===== config.mk =====
export PLATFORM = sky130hd
export DESIGN_NAME = owcfg_slave
export DESIGN_NICKNAME = d
export VERILOG_FILES = /design/src/rtl/owcfg_pkg.sv /design/src/rtl/owcfg_sync.sv /design/src/rtl/owcfg_linemon.sv /design/src/rtl/owcfg_ctrl.sv /design/src/rtl/owcfg_slave.sv
export SDC_FILE = /design/constraint.sdc
export NUM_CORES = 1
export LEC_CHECK = 0
export ABC_CLOCK_PERIOD_IN_PS = 7000
export BUFFER_PORTS_ARGS = -buffer_cell sky130_fd_sc_hd__clkbuf_2
export CORE_ASPECT_RATIO = 1.2
export CORE_MARGIN = 1
export CORE_UTILIZATION = 40
export CTS_BUF_LIST = sky130_fd_sc_hd__clkbuf_4
export DETAILED_ROUTE_END_ITERATION = 6
export PLACE_DENSITY_LB_ADDON = 0.05
export SLEW_MARGIN = 20
export SYNTH_ARGS = -nofsm -noshare
export SYNTH_HDL_FRONTEND = slang
export SYNTH_SLANG_ARGS = --single-unit

===== constraint.sdc =====
create_clock -name clk -period 7 [get_ports clk]
set_input_delay 0.7 -clock clk [delete_from_list [all_inputs] [get_ports clk]]
set_output_delay 0.7 -clock clk [all_outputs]
set_load 0.03 [all_outputs]

===== src/rtl/owcfg_pkg.sv =====
package owcfg_pkg;

   localparam int BYTE_W = 8;
   localparam int BIT_W  = $clog2(BYTE_W);

   localparam logic [BYTE_W-1:0] OP_STORE  = 8'h01;
   localparam logic [BYTE_W-1:0] OP_FETCH  = 8'h02;
   localparam logic [BYTE_W-1:0] OP_COMMIT = 8'h48;
   localparam logic [BYTE_W-1:0] OP_RECALL = 8'hB8;

   typedef enum logic [2:0] {
      ST_IDLE,
      ST_PWAIT,
      ST_PDRV,
      ST_CMD,
      ST_WR,
      ST_RD,
      ST_DONE
   } ow_state_e;

   function automatic int max4(input int a, input int b, input int c, input int d);
      int m;
      m = a;
      if (b > m) m = b;
      if (c > m) m = c;
      if (d > m) m = d;
      return m;
   endfunction

endpackage


===== src/rtl/owcfg_sync.sv =====
module owcfg_sync #(
   parameter int STAGES = 2
) (
   input  logic clk,
   input  logic rst_n,
   input  logic d,
   output logic q
);

   logic [STAGES-1:0] chain;

   always_ff @(posedge clk or negedge rst_n) begin
      if (!rst_n) begin
         chain <= '1;
      end else begin
         chain[0] <= d;
         for (int i = 1; i < STAGES; i++) begin
            chain[i] <= chain[i-1];
         end
      end
   end

   assign q = chain[STAGES-1];

endmodule


===== src/rtl/owcfg_linemon.sv =====
module owcfg_linemon #(
   parameter int RST_T = 960
) (
   input  logic clk,
   input  logic rst_n,
   input  logic line_s,
   output logic fall,
   output logic rst_det
);

   localparam int             LW     = $clog2(RST_T + 1);
   localparam logic [LW-1:0]  LO_SAT = LW'(RST_T);

   logic          prev_s;
   logic [LW-1:0] lo_cnt;

   always_ff @(posedge clk or negedge rst_n) begin
      if (!rst_n) begin
         prev_s <= 1'b1;
         lo_cnt <= '0;
      end else begin
         prev_s <= line_s;
         if (line_s) begin
            lo_cnt <= '0;
         end else if (lo_cnt != LO_SAT) begin
            lo_cnt <= lo_cnt + 1'b1;
         end
      end
   end

   assign fall    = prev_s & ~line_s;
   assign rst_det = ~prev_s & line_s & (lo_cnt == LO_SAT);

endmodule


===== src/rtl/owcfg_ctrl.sv =====
module owcfg_ctrl
   import owcfg_pkg::*;
#(
   parameter int                          NUM_REGS  = 2,
   parameter logic [NUM_REGS*BYTE_W-1:0]  RESET_VAL = '1,
   parameter int                          PW_T      = 1500,
   parameter int                          PL_T      = 6000,
   parameter int                          SMP_T     = 1500,
   parameter int                          HLD_T     = 1500
) (
   input  logic                         clk,
   input  logic                         rst_n,
   input  logic                         line_s,
   input  logic                         fall,
   input  logic                         rst_det,
   input  logic [NUM_REGS*BYTE_W-1:0]   store_val,
   output logic                         pull,
   output logic [NUM_REGS*BYTE_W-1:0]   cfg_val,
   output logic                         commit_stb
);

   localparam int REG_W = NUM_REGS * BYTE_W;
   localparam int MAX_T = max4(PW_T, PL_T, SMP_T, HLD_T);
   localparam int TW    = $clog2(MAX_T) + 1;
   localparam int IDX_W = (NUM_REGS > 1) ? $clog2(NUM_REGS) : 1;

   localparam logic [TW-1:0]    PW_END   = TW'(PW_T - 1);
   localparam logic [TW-1:0]    PL_END   = TW'(PL_T - 1);
   localparam logic [TW-1:0]    SMP_END  = TW'(SMP_T - 1);
   localparam logic [TW-1:0]    HLD_END  = TW'(HLD_T - 1);
   localparam logic [IDX_W-1:0] IDX_LAST = IDX_W'(NUM_REGS - 1);
   localparam logic [BIT_W-1:0] BIT_LAST = BIT_W'(BYTE_W - 1);

   ow_state_e         st;
   logic [TW-1:0]     tmr;
   logic              in_slot;
   logic              drv0;
   logic [BIT_W-1:0]  bit_i;
   logic [IDX_W-1:0]  idx;
   logic [BYTE_W-1:0] shreg;
   logic [REG_W-1:0]  regs;
   logic [BYTE_W-1:0] nxt_byte;
   logic              tx_bit;
   logic              slot_st;

   assign nxt_byte = {line_s, shreg[BYTE_W-1:1]};
   assign tx_bit   = regs[int'(idx) * BYTE_W + int'(bit_i)];
   assign slot_st  = (st == ST_CMD) || (st == ST_WR) || (st == ST_RD);

   always_ff @(posedge clk or negedge rst_n) begin
      if (!rst_n) begin
         st         <= ST_IDLE;
         tmr        <= '0;
         in_slot    <= 1'b0;
         drv0       <= 1'b0;
         bit_i      <= '0;
         idx        <= '0;
         shreg      <= '0;
         regs       <= RESET_VAL;
         commit_stb <= 1'b0;
      end else begin
         commit_stb <= 1'b0;
         if (rst_det) begin
            st      <= ST_PWAIT;
            tmr     <= '0;
            in_slot <= 1'b0;
            drv0    <= 1'b0;
            bit_i   <= '0;
            idx     <= '0;
         end else if (st == ST_PWAIT) begin
            if (tmr == PW_END) begin
               st  <= ST_PDRV;
               tmr <= '0;
            end else begin
               tmr <= tmr + 1'b1;
            end
         end else if (st == ST_PDRV) begin
            if (tmr == PL_END) begin
               st      <= ST_CMD;
               tmr     <= '0;
               bit_i   <= '0;
               in_slot <= 1'b0;
            end else begin
               tmr <= tmr + 1'b1;
            end
         end else if (slot_st) begin
            if (!in_slot) begin
               if (fall) begin
                  in_slot <= 1'b1;
                  tmr     <= '0;
                  drv0    <= (st == ST_RD) && !tx_bit;
               end
            end else if (st == ST_RD) begin
               if (tmr == HLD_END) begin
                  in_slot <= 1'b0;
                  drv0    <= 1'b0;
                  bit_i   <= bit_i + 1'b1;
                  if (bit_i == BIT_LAST) begin
                     if (idx == IDX_LAST) st <= ST_DONE;
                     else                 idx <= idx + 1'b1;
                  end
               end else begin
                  tmr <= tmr + 1'b1;
               end
            end else begin
               if (tmr == SMP_END) begin
                  in_slot <= 1'b0;
                  shreg   <= nxt_byte;
                  bit_i   <= bit_i + 1'b1;
                  if (bit_i == BIT_LAST) begin
                     if (st == ST_CMD) begin
                        idx <= '0;
                        case (nxt_byte)
                           OP_STORE:  st <= ST_WR;
                           OP_FETCH:  st <= ST_RD;
                           OP_COMMIT: begin
                              commit_stb <= 1'b1;
                              st         <= ST_DONE;
                           end
                           OP_RECALL: begin
                              regs <= store_val;
                              st   <= ST_DONE;
                           end
                           default:   st <= ST_DONE;
                        endcase
                     end else begin
                        regs[int'(idx) * BYTE_W +: BYTE_W] <= nxt_byte;
                        if (idx == IDX_LAST) st <= ST_DONE;
                        else                 idx <= idx + 1'b1;
                     end
                  end
               end else begin
                  tmr <= tmr + 1'b1;
               end
            end
         end
      end
   end

   assign pull    = (st == ST_PDRV) | drv0;
   assign cfg_val = regs;

endmodule


===== src/rtl/owcfg_slave.sv =====
module owcfg_slave
   import owcfg_pkg::*;
#(
   parameter int                          CLK_PER_US  = 50,
   parameter int                          RST_US      = 480,
   parameter int                          PW_US       = 30,
   parameter int                          PL_US       = 120,
   parameter int                          SMP_US      = 30,
   parameter int                          HLD_US      = 30,
   parameter int                          SYNC_STAGES = 2,
   parameter int                          NUM_REGS    = 2,
   parameter logic [NUM_REGS*BYTE_W-1:0]  RESET_VAL   = '1
) (
   input  logic                        clk,
   input  logic                        rst_n,
   input  logic                        dq_in,
   output logic                        dq_pull,
   input  logic [NUM_REGS*BYTE_W-1:0]  store_val,
   output logic [NUM_REGS*BYTE_W-1:0]  cfg_val,
   output logic                        commit_stb
);

   localparam int RST_T = RST_US * CLK_PER_US;
   localparam int PW_T  = PW_US  * CLK_PER_US;
   localparam int PL_T  = PL_US  * CLK_PER_US;
   localparam int SMP_T = SMP_US * CLK_PER_US;
   localparam int HLD_T = HLD_US * CLK_PER_US;

   generate
      if (NUM_REGS < 1 || SYNC_STAGES < 1 || CLK_PER_US < 1) begin : g_bad_size
         $error("owcfg_slave: NUM_REGS, SYNC_STAGES and CLK_PER_US must be at least 1");
      end
      if (PW_US < 1 || PL_US < 1 || SMP_US < 1 || HLD_US < 1) begin : g_bad_time
         $error("owcfg_slave: every timing value must be at least 1 us");
      end
      if (RST_US <= PW_US + PL_US) begin : g_bad_rst
         $error("owcfg_slave: reset low time must exceed presence wait plus length");
      end
   endgenerate

   logic line_s;
   logic fall;
   logic rst_det;

   owcfg_sync #(
      .STAGES (SYNC_STAGES)
   ) u_sync (
      .clk   (clk),
      .rst_n (rst_n),
      .d     (dq_in),
      .q     (line_s)
   );

   owcfg_linemon #(
      .RST_T (RST_T)
   ) u_mon (
      .clk     (clk),
      .rst_n   (rst_n),
      .line_s  (line_s),
      .fall    (fall),
      .rst_det (rst_det)
   );

   owcfg_ctrl #(
      .NUM_REGS  (NUM_REGS),
      .RESET_VAL (RESET_VAL),
      .PW_T      (PW_T),
      .PL_T      (PL_T),
      .SMP_T     (SMP_T),
      .HLD_T     (HLD_T)
   ) u_ctrl (
      .clk        (clk),
      .rst_n      (rst_n),
      .line_s     (line_s),
      .fall       (fall),
      .rst_det    (rst_det),
      .store_val  (store_val),
      .pull       (dq_pull),
      .cfg_val    (cfg_val),
      .commit_stb (commit_stb)
   );

endmodule


# Yosys cells after proc, flatten, opt, wreduce, memory -nomap -nowiden
# Cells that the tools add are included.
[totals]
reg_bits = 66
in_bits = 19
out_inout_bits = 18
[op_classes]
add_sub_neg = 6
magnitude_cmp = 1
eq_ne = 23
n_shift = 2
mux = 77
bitwise_logic = 10
reduce_logical = 25
[op_table]
columns = ["operator", "count"]
rows = [
  ["$mux 14", 9],
  ["$mux 3", 21],
  ["$mux 1", 40],
  ["$neg 4->33", 1],
  ["$shift 8x33->16 const A", 1],
  ["$shiftx 8x33->16", 1],
  ["$lt 32x6->1 const B", 1],
  ["$mux 16", 2],
  ["$mux 15", 2],
  ["$reduce_and 6->1", 3],
  ["$bwmux 16", 1],
  ["$add 15x1->15 const B", 1],
  ["$eq 15x15->1 const B", 1],
  ["$ne 15x15->1 const B", 1],
  ["$add 14x1->14 const B", 1],
  ["$eq 14x11->1 const B", 1],
  ["$eq 14x13->1 const B", 1],
  ["$reduce_bool 3->1", 4],
  ["$reduce_bool 4->1", 3],
  ["$reduce_bool 2->1", 5],
  ["$eq 3x3->1 const B", 3],
  ["$ne 3x3->1 const B", 3],
  ["$reduce_and 9->1", 1],
  ["$eq 8x1->1 const B", 1],
  ["24 further kinds", 36],
]

# Logic depth before layout (Yosys ltp)
[depth]
depth_word = 12
ltp_mapped = 10
mapped_depth_nobuf = 8

# Hierarchy
# Synthesis repeated with hierarchy kept, for this count alone.
[unflattened]
cells_unflattened = 403
hier_area_um2 = 3928.8
[modules_own_cells]
columns = ["mod", "instances", "cells_per_inst", "area_each_um2", "seq_area_each_um2"]
rows = [
  ["owcfg_ctrl", 1, 318, 3015.4, 1196.1],
  ["owcfg_linemon", 1, 83, 860.8, 401.6],
  ["owcfg_sync", 1, 2, 52.6, 52.6],
]

# Worst setup path before layout
# No wires, ideal clock.
[synth_timing]
kind = "register -> register"
start = "reg u_ctrl.tmr[9]"
end = "reg u_ctrl.regs[6] (netlist: u_ctrl.cfg_val[6])"
arrival_ps = 2975
slack_ps = 3942
stages_incl_launch_ff = 8
n_path_buf = 1
synth_period_minus_slack_ps = 3058
path_cell_list = "dfrtp_1 > buf_6 > or4b_1 > or4_4 > or2_4 > or3_4 > a2111oi_4 > mux2_4"
[synth_via]
elab_chain_len = 2
[synth_lines]
columns = ["item", "line", "source"]
rows = [
  ["start: declaration", "owcfg_ctrl.sv:35", "logic [TW-1:0] tmr;"],
  ["start signal: assignment", "owcfg_ctrl.sv:75", "tmr <= tmr + 1'b1;"],
  ["start signal: assignment", "owcfg_ctrl.sv:84", "tmr <= tmr + 1'b1;"],
  ["start signal: assignment", "owcfg_ctrl.sv:103", "tmr <= tmr + 1'b1;"],
  ["$eq 14x11->1", "owcfg_ctrl.sv:106", "if (tmr == SMP_END) begin"],
  ["$reduce_and 9->1 (no source line)", "-", ""],
  ["end signal: assignment", "owcfg_ctrl.sv:121", "regs <= store_val;"],
  ["end signal: indexed assignment", "owcfg_ctrl.sv:127", "regs[int'(idx) * BYTE_W +: BYTE_W] <= nxt_byte;"],
  ["end: declaration", "owcfg_ctrl.sv:41", "logic [REG_W-1:0] regs;"],
]
# No other way between the ends.
# A chain may end at the register's enable or synchronous reset.

# Worst setup path in the final report
[layout_timing]
start = "reg u_ctrl.tmr[12]"
end = "reg u_ctrl.regs[6] (netlist: u_ctrl.cfg_val[6])"
# The elaborated chain is that of the path after synthesis.

==> out/qor_table.md <==
| Group | Quantity | Value |
|:---|:---|:---|
| outcome | Run status | finished, final reports clean |
| logic synthesis | Simple-Gate Fraction of Synth Area | 0.225 |
| detailed routing | Total wirelength of the detailed-routed design | 9000 um |
| critical path | Cell at the slowest stage of the critical path | sky130_fd_sc_hd__a2111oi_4 |
| critical path | Kind of capture point of the worst setup path | flop |
| logic synthesis | Share of the yosys chip area belonging to registers | 0.436 |
| timing | Worst hold slack across all endpoints | 0.340 ns |
| logic synthesis | XOR/XNOR Fraction of Synth Area | 0.0324 |
| critical path | Critical path startpoint category | flop |
| detailed routing | Count of nets left with antenna violations after detail routing | 0 |
| clock tree | Number of buffers between clock root and the deepest sink | 2 |
| cells and area | Multi-input logic area | 1940 um2 |
| timing | Final setup viols | 0 |
| detailed routing | Total iterations of the first detailed-routing run | 4 |
| floorplan | Chip height | 109 um |
| worst hold path | Worst hold path startpoint | dq_in |
| global route | Aggregate global routing overflow | 0 |
| floorplan | Starting density of the core | 0.415 |
| pwr | Cell internal power dissipation | 496 uW |
| clock tree | Clock buffers created by TritonCTS | 9 |
| global route | Pin count of the biggest net entering global routing | 66 |
| logic synthesis | Compound-gate portion of the synthesized area | 0.126 |
| logic synthesis | Number of library cell types mapped by synthesis | 67 |
| floorplan | Number of primary I/O pins | 37 |
| placement | IO buf count | 36 |
| logic synthesis | Multiplexer share of the synthesized area | 0.111 |
| pwr | Combinational share of power | 0.029 |
| cells and area | Fraction of layout instances using a drive strength above 1 | 0.266 |
| clock tree | Post-CTS setup repair buffer count | 0 |
| detailed routing | Initial DRC Count | 162 |
| critical path | Data required time at the worst endpoint | 7.38 ns |
| placement | Routability congestion estimate from global placement | 0.832 |
| logic synthesis | Synthesized net count | 407 |
| critical path | Highest net fanout along the worst path | 11 |
| timing | Final number of max-transition violations | 0 |
| run | Max-cap viol count | 0 |
| placement | HPWL after DPL | 6270 um |
| pwr | Worst ir drop on vdd | 0.0995 mV |
| clock tree | Clock insertion delay at the later pin of the skew report | 0.43 ns |
| logic synthesis | Combinational family with the most area after synthesis | simple AND/OR/NAND/NOR gates |
| detailed routing | Total via count after detailed routing | 2,952 |
| pwr | Total power consumption of the routed design | 653 uW |
| cells and area | Fillers | 905 |
| timing | Final worst-path setup slack | 3.71 ns |
| clock tree | Root Driver | sky130_fd_sc_hd__clkbuf_4 |
| timing | Worst-margin pin slew | 0.836 ns |
| global route | Total routing resource utilization after global routing | 0.198 |
| cells and area | Ant. Diodes | 0 |
| timing | Final Hold Fails | 0 |
| worst hold path | Class of the most critical hold timing path | input port to flop |
| global route | Number of global-route vias before repair | 2,924 |
| timing | Shortest clock period the worst path allows after layout | 3.29 ns |
| timing | Setup repair after global routing missed its margin | no |
| detailed routing | Average detailed-routed wire length per instance | 16.7 um |
| pwr | Total power per unit cell area | 158 nW/um2 |
| clock tree | Clock slew at the register clock pins of the worst setup and hold paths | 0.12 ns |
| clock tree | Num Clock Sinks | 65 |
| cells and area | Layout area overhead | 9.48% |
| timing | Worst Clk Skew | 0.0154 ns |
| placement | Worst-case setup slack after placement | 3.68 ns |
| detailed routing | DRC violations left | 0 |
| global route | Number of antenna violations at the first check in global routing | 0 |
| pwr | Static leakage | 0.00183 uW |
| logic synthesis | Synthesized netlist cell count | 383 |
| clock tree | Gates resized, CTS repair | 0 |
| timing | Max-Slew Margin vs Limit | 0.443 |
| logic synthesis | Adder-Cell Fraction of Synth Area | 0.0165 |
| pwr | Relative contribution of sequential cells to total power | 0.586 |
| timing | Final TNS setup | 0 ns |
| logic synthesis | Main synth FF type | sky130_fd_sc_hd__dfrtp_1 |
| pwr | Proportion of power drawn by the clock network | 0.385 |
| floorplan | Die Wd | 90.8 um |
| critical path | Startpoint of the worst register-to-register path | u_ctrl.tmr[12] |
| pwr | Net switching share of the total power | 0.240 |
| cells and area | Fin util | 0.454 |
| logic synthesis | Netlist Area Pre-Place | 3790 um2 |
| timing | Fmax achieved | 304 MHz |
| clock tree | H-tree levels | 3 |
| critical path | Max stage delay on crit path | 0.72 ns |
| logic synthesis | Asr flop ratio synth | 1.00 |
| clock tree | Total of hold buffers inserted after clock tree synthesis | 0 |
| floorplan | Total core area | 9130 um2 |
| global route | First-pass GRT wire length | 15,000 um |
| detailed routing | Routed via count divided by cell count | 5.49 |
| logic synthesis | Register bit count reported by yosys | 65 |
| critical path | Cell-by-cell trace of the critical path | or4b_1 > or4_4 > or2_4 > or3_4 > a2111oi_4 > mux2_4 |
| floorplan | Die Area | 9870 um2 |
| timing | Share of the clock period used by the worst path | 0.470 |
| logic synthesis | Post-Synthesis Mean Instance Area | 9.89 um2 |
| floorplan | Site Rows | 38 |
| pwr | Power dissipated by switching net loads | 157 uW |
| critical path | Data arrival, critical path | 3.66 ns |
| cells and area | Net count reported at finish | 437 |
| logic synthesis | Number of warnings reported in the yosys synthesis log | 0 |
| cells and area | Register area | 1650 um2 |
| logic synthesis | Number of synthesized flops with an enable pin | 0 |
| critical path | Crit path from | u_ctrl.tmr[12] |
| clock tree | Clock tree from TritonCTS | built |
| critical path | WS Path Type | flop to flop |
==> cells by family after synthesis <==
logic type	count (synthesis)
flip-flops	65
buffers and inverters	39
multiplexers	30
AND/OR/NAND/NOR	163
adder cells (fa/ha/maj)	5
AO/OA/AOI/OAI	67
XOR/XNOR	14
==> state kept, by name, summed over array words and instances (netlist names) <==
register and cells:
u_ctrl.bit_i 3, u_ctrl.cfg_val 16, u_ctrl.commit_stb 1, u_ctrl.drv0 1
u_ctrl.idx 1, u_ctrl.in_slot 1, u_ctrl.shreg 7, u_ctrl.st 3
u_ctrl.tmr 14, u_mon.lo_cnt 15, u_mon.prev_s 1, u_sync.chain 2
==> per-layer routing <==
| metal | up-vias | global-route usage | wire length (um) |
|---|---|---|---|
| li1 | 1441 | - | - |
| met1 | 1428 | 0.240 | 3980 |
| met2 | 65 | 0.339 | 4510 |
| met3 | 18 | 0.0384 | 278 |
| met4 | 0 | 0.0975 | 239 |
| met5 | - | 0 | 0 |
==> through the flow <==
stage | instance area [um2] | instances
6_report | 4150 | 538
5_1_grt | 4150 | 538
2_1_floorplan | 3790 | 383
3_5_place_dp | 4010 | 522
3_3_place_gp | 4010 | 522
4_1_cts | 4150 | 538
==> critical path, delay by kind of cell (launching register included) <==
family           cells  cell delay [ns]
flip-flops           1             0.45
multiplexers         1             0.35
AO/OA/AOI/OAI        1             0.72
AND/OR/NAND/NOR      4             1.73
==> power groups by stage <==
stage	Clock [uW]	Combinational, uW	Sequential (uW)
2_1_floorplan	0	6.69	387
3_3_place_gp	0	19.4	390
3_5_place_dp	0	20.0	390
4_1_cts	264	20.0	383
5_1_grt	282	22.2	384
6_report	252	18.8	383
==> path summary, 6_finish.rpt <==
path,end,slack [ns],cells after the start
worst max-delay path,u_ctrl.cfg_val[6],3.71,6
worst min register to register,u_sync.chain[1],0.36,0
max in group asynchronous,u_ctrl.tmr[5],6.02,2
worst min-delay path,u_sync.chain[0],0.34,1
worst max register to register,u_ctrl.cfg_val[6],3.71,6
min in group asynchronous,u_mon.lo_cnt[0],0.45,2
==> cell type report <==
class,count,share of cell area
repair buffers,40,0.0507
multi-input cells,279,0.467
flip-flops and latches,65,0.398
clock buffers,10,0.0181
inverters,18,0.0163
well taps,120,0.0362
clock inverters,6,0.0142
==> cells in the final DEF (no fill, tap or decap), types with 3 or more instances in the layout <==
master | Yosys | final
sky130_fd_sc_hd__a21oi_1 | 13 | 13
sky130_fd_sc_hd__dfrtp_1 | 46 | 46
sky130_fd_sc_hd__nor4_1 | 7 | 7
sky130_fd_sc_hd__mux2_2 | 7 | 7
sky130_fd_sc_hd__nor3b_1 | 6 | 6
sky130_fd_sc_hd__nand4_1 | 6 | 6
sky130_fd_sc_hd__nand3_1 | 16 | 16
sky130_fd_sc_hd__nor2b_1 | 4 | 4
sky130_fd_sc_hd__and3_1 | 10 | 10
sky130_fd_sc_hd__xnor2_1 | 9 | 9
sky130_fd_sc_hd__dfstp_2 | 19 | 19
sky130_fd_sc_hd__o21ai_0 | 12 | 12
sky130_fd_sc_hd__buf_4 | 2 | 4
sky130_fd_sc_hd__o2bb2ai_1 | 3 | 3
sky130_fd_sc_hd__xor2_1 | 5 | 5
sky130_fd_sc_hd__mux2_4 | 10 | 10
sky130_fd_sc_hd__nor3_1 | 7 | 7
sky130_fd_sc_hd__mux2i_1 | 8 | 8
sky130_fd_sc_hd__clkbuf_2 | 0 | 35
sky130_fd_sc_hd__clkbuf_4 | 0 | 10
sky130_fd_sc_hd__nand2_1 | 44 | 44
sky130_fd_sc_hd__inv_1 | 18 | 18
sky130_fd_sc_hd__ha_1 | 5 | 5
sky130_fd_sc_hd__mux4_2 | 5 | 5
sky130_fd_sc_hd__o22ai_1 | 10 | 10
sky130_fd_sc_hd__nor2_1 | 36 | 36
sky130_fd_sc_hd__a22o_1 | 9 | 9
==> synth_stat cells, types with 4 or more instances <==
cell type                  instances  area, um2
sky130_fd_sc_hd__nand3_1          16       80.1
sky130_fd_sc_hd__nand4_1           6       37.5
sky130_fd_sc_hd__nand2_1          44        165
sky130_fd_sc_hd__mux2i_1           8       80.1
sky130_fd_sc_hd__o22ai_1          10       62.6
sky130_fd_sc_hd__xor2_1            5       43.8
sky130_fd_sc_hd__nor2_1           36        135
sky130_fd_sc_hd__clkbuf_1         11       41.3
sky130_fd_sc_hd__o21ai_0          12       60.1
sky130_fd_sc_hd__dfstp_2          19        499
sky130_fd_sc_hd__nor4_1            7       43.8
sky130_fd_sc_hd__mux2_4           10        150
sky130_fd_sc_hd__xnor2_1           9       78.8
sky130_fd_sc_hd__mux2_2            7       78.8
sky130_fd_sc_hd__mux4_2            5        113
sky130_fd_sc_hd__dfrtp_1          46       1150
sky130_fd_sc_hd__nor3_1            7       35.0
sky130_fd_sc_hd__nor3b_1           6       45.0
sky130_fd_sc_hd__a21oi_1          13       65.1
sky130_fd_sc_hd__inv_1            18       67.6
sky130_fd_sc_hd__nor2b_1           4       25.0
sky130_fd_sc_hd__a22o_1            9       78.8
sky130_fd_sc_hd__ha_1              5       62.6
sky130_fd_sc_hd__and3_1           10       62.6
Power figures use the tool's default switching activity.
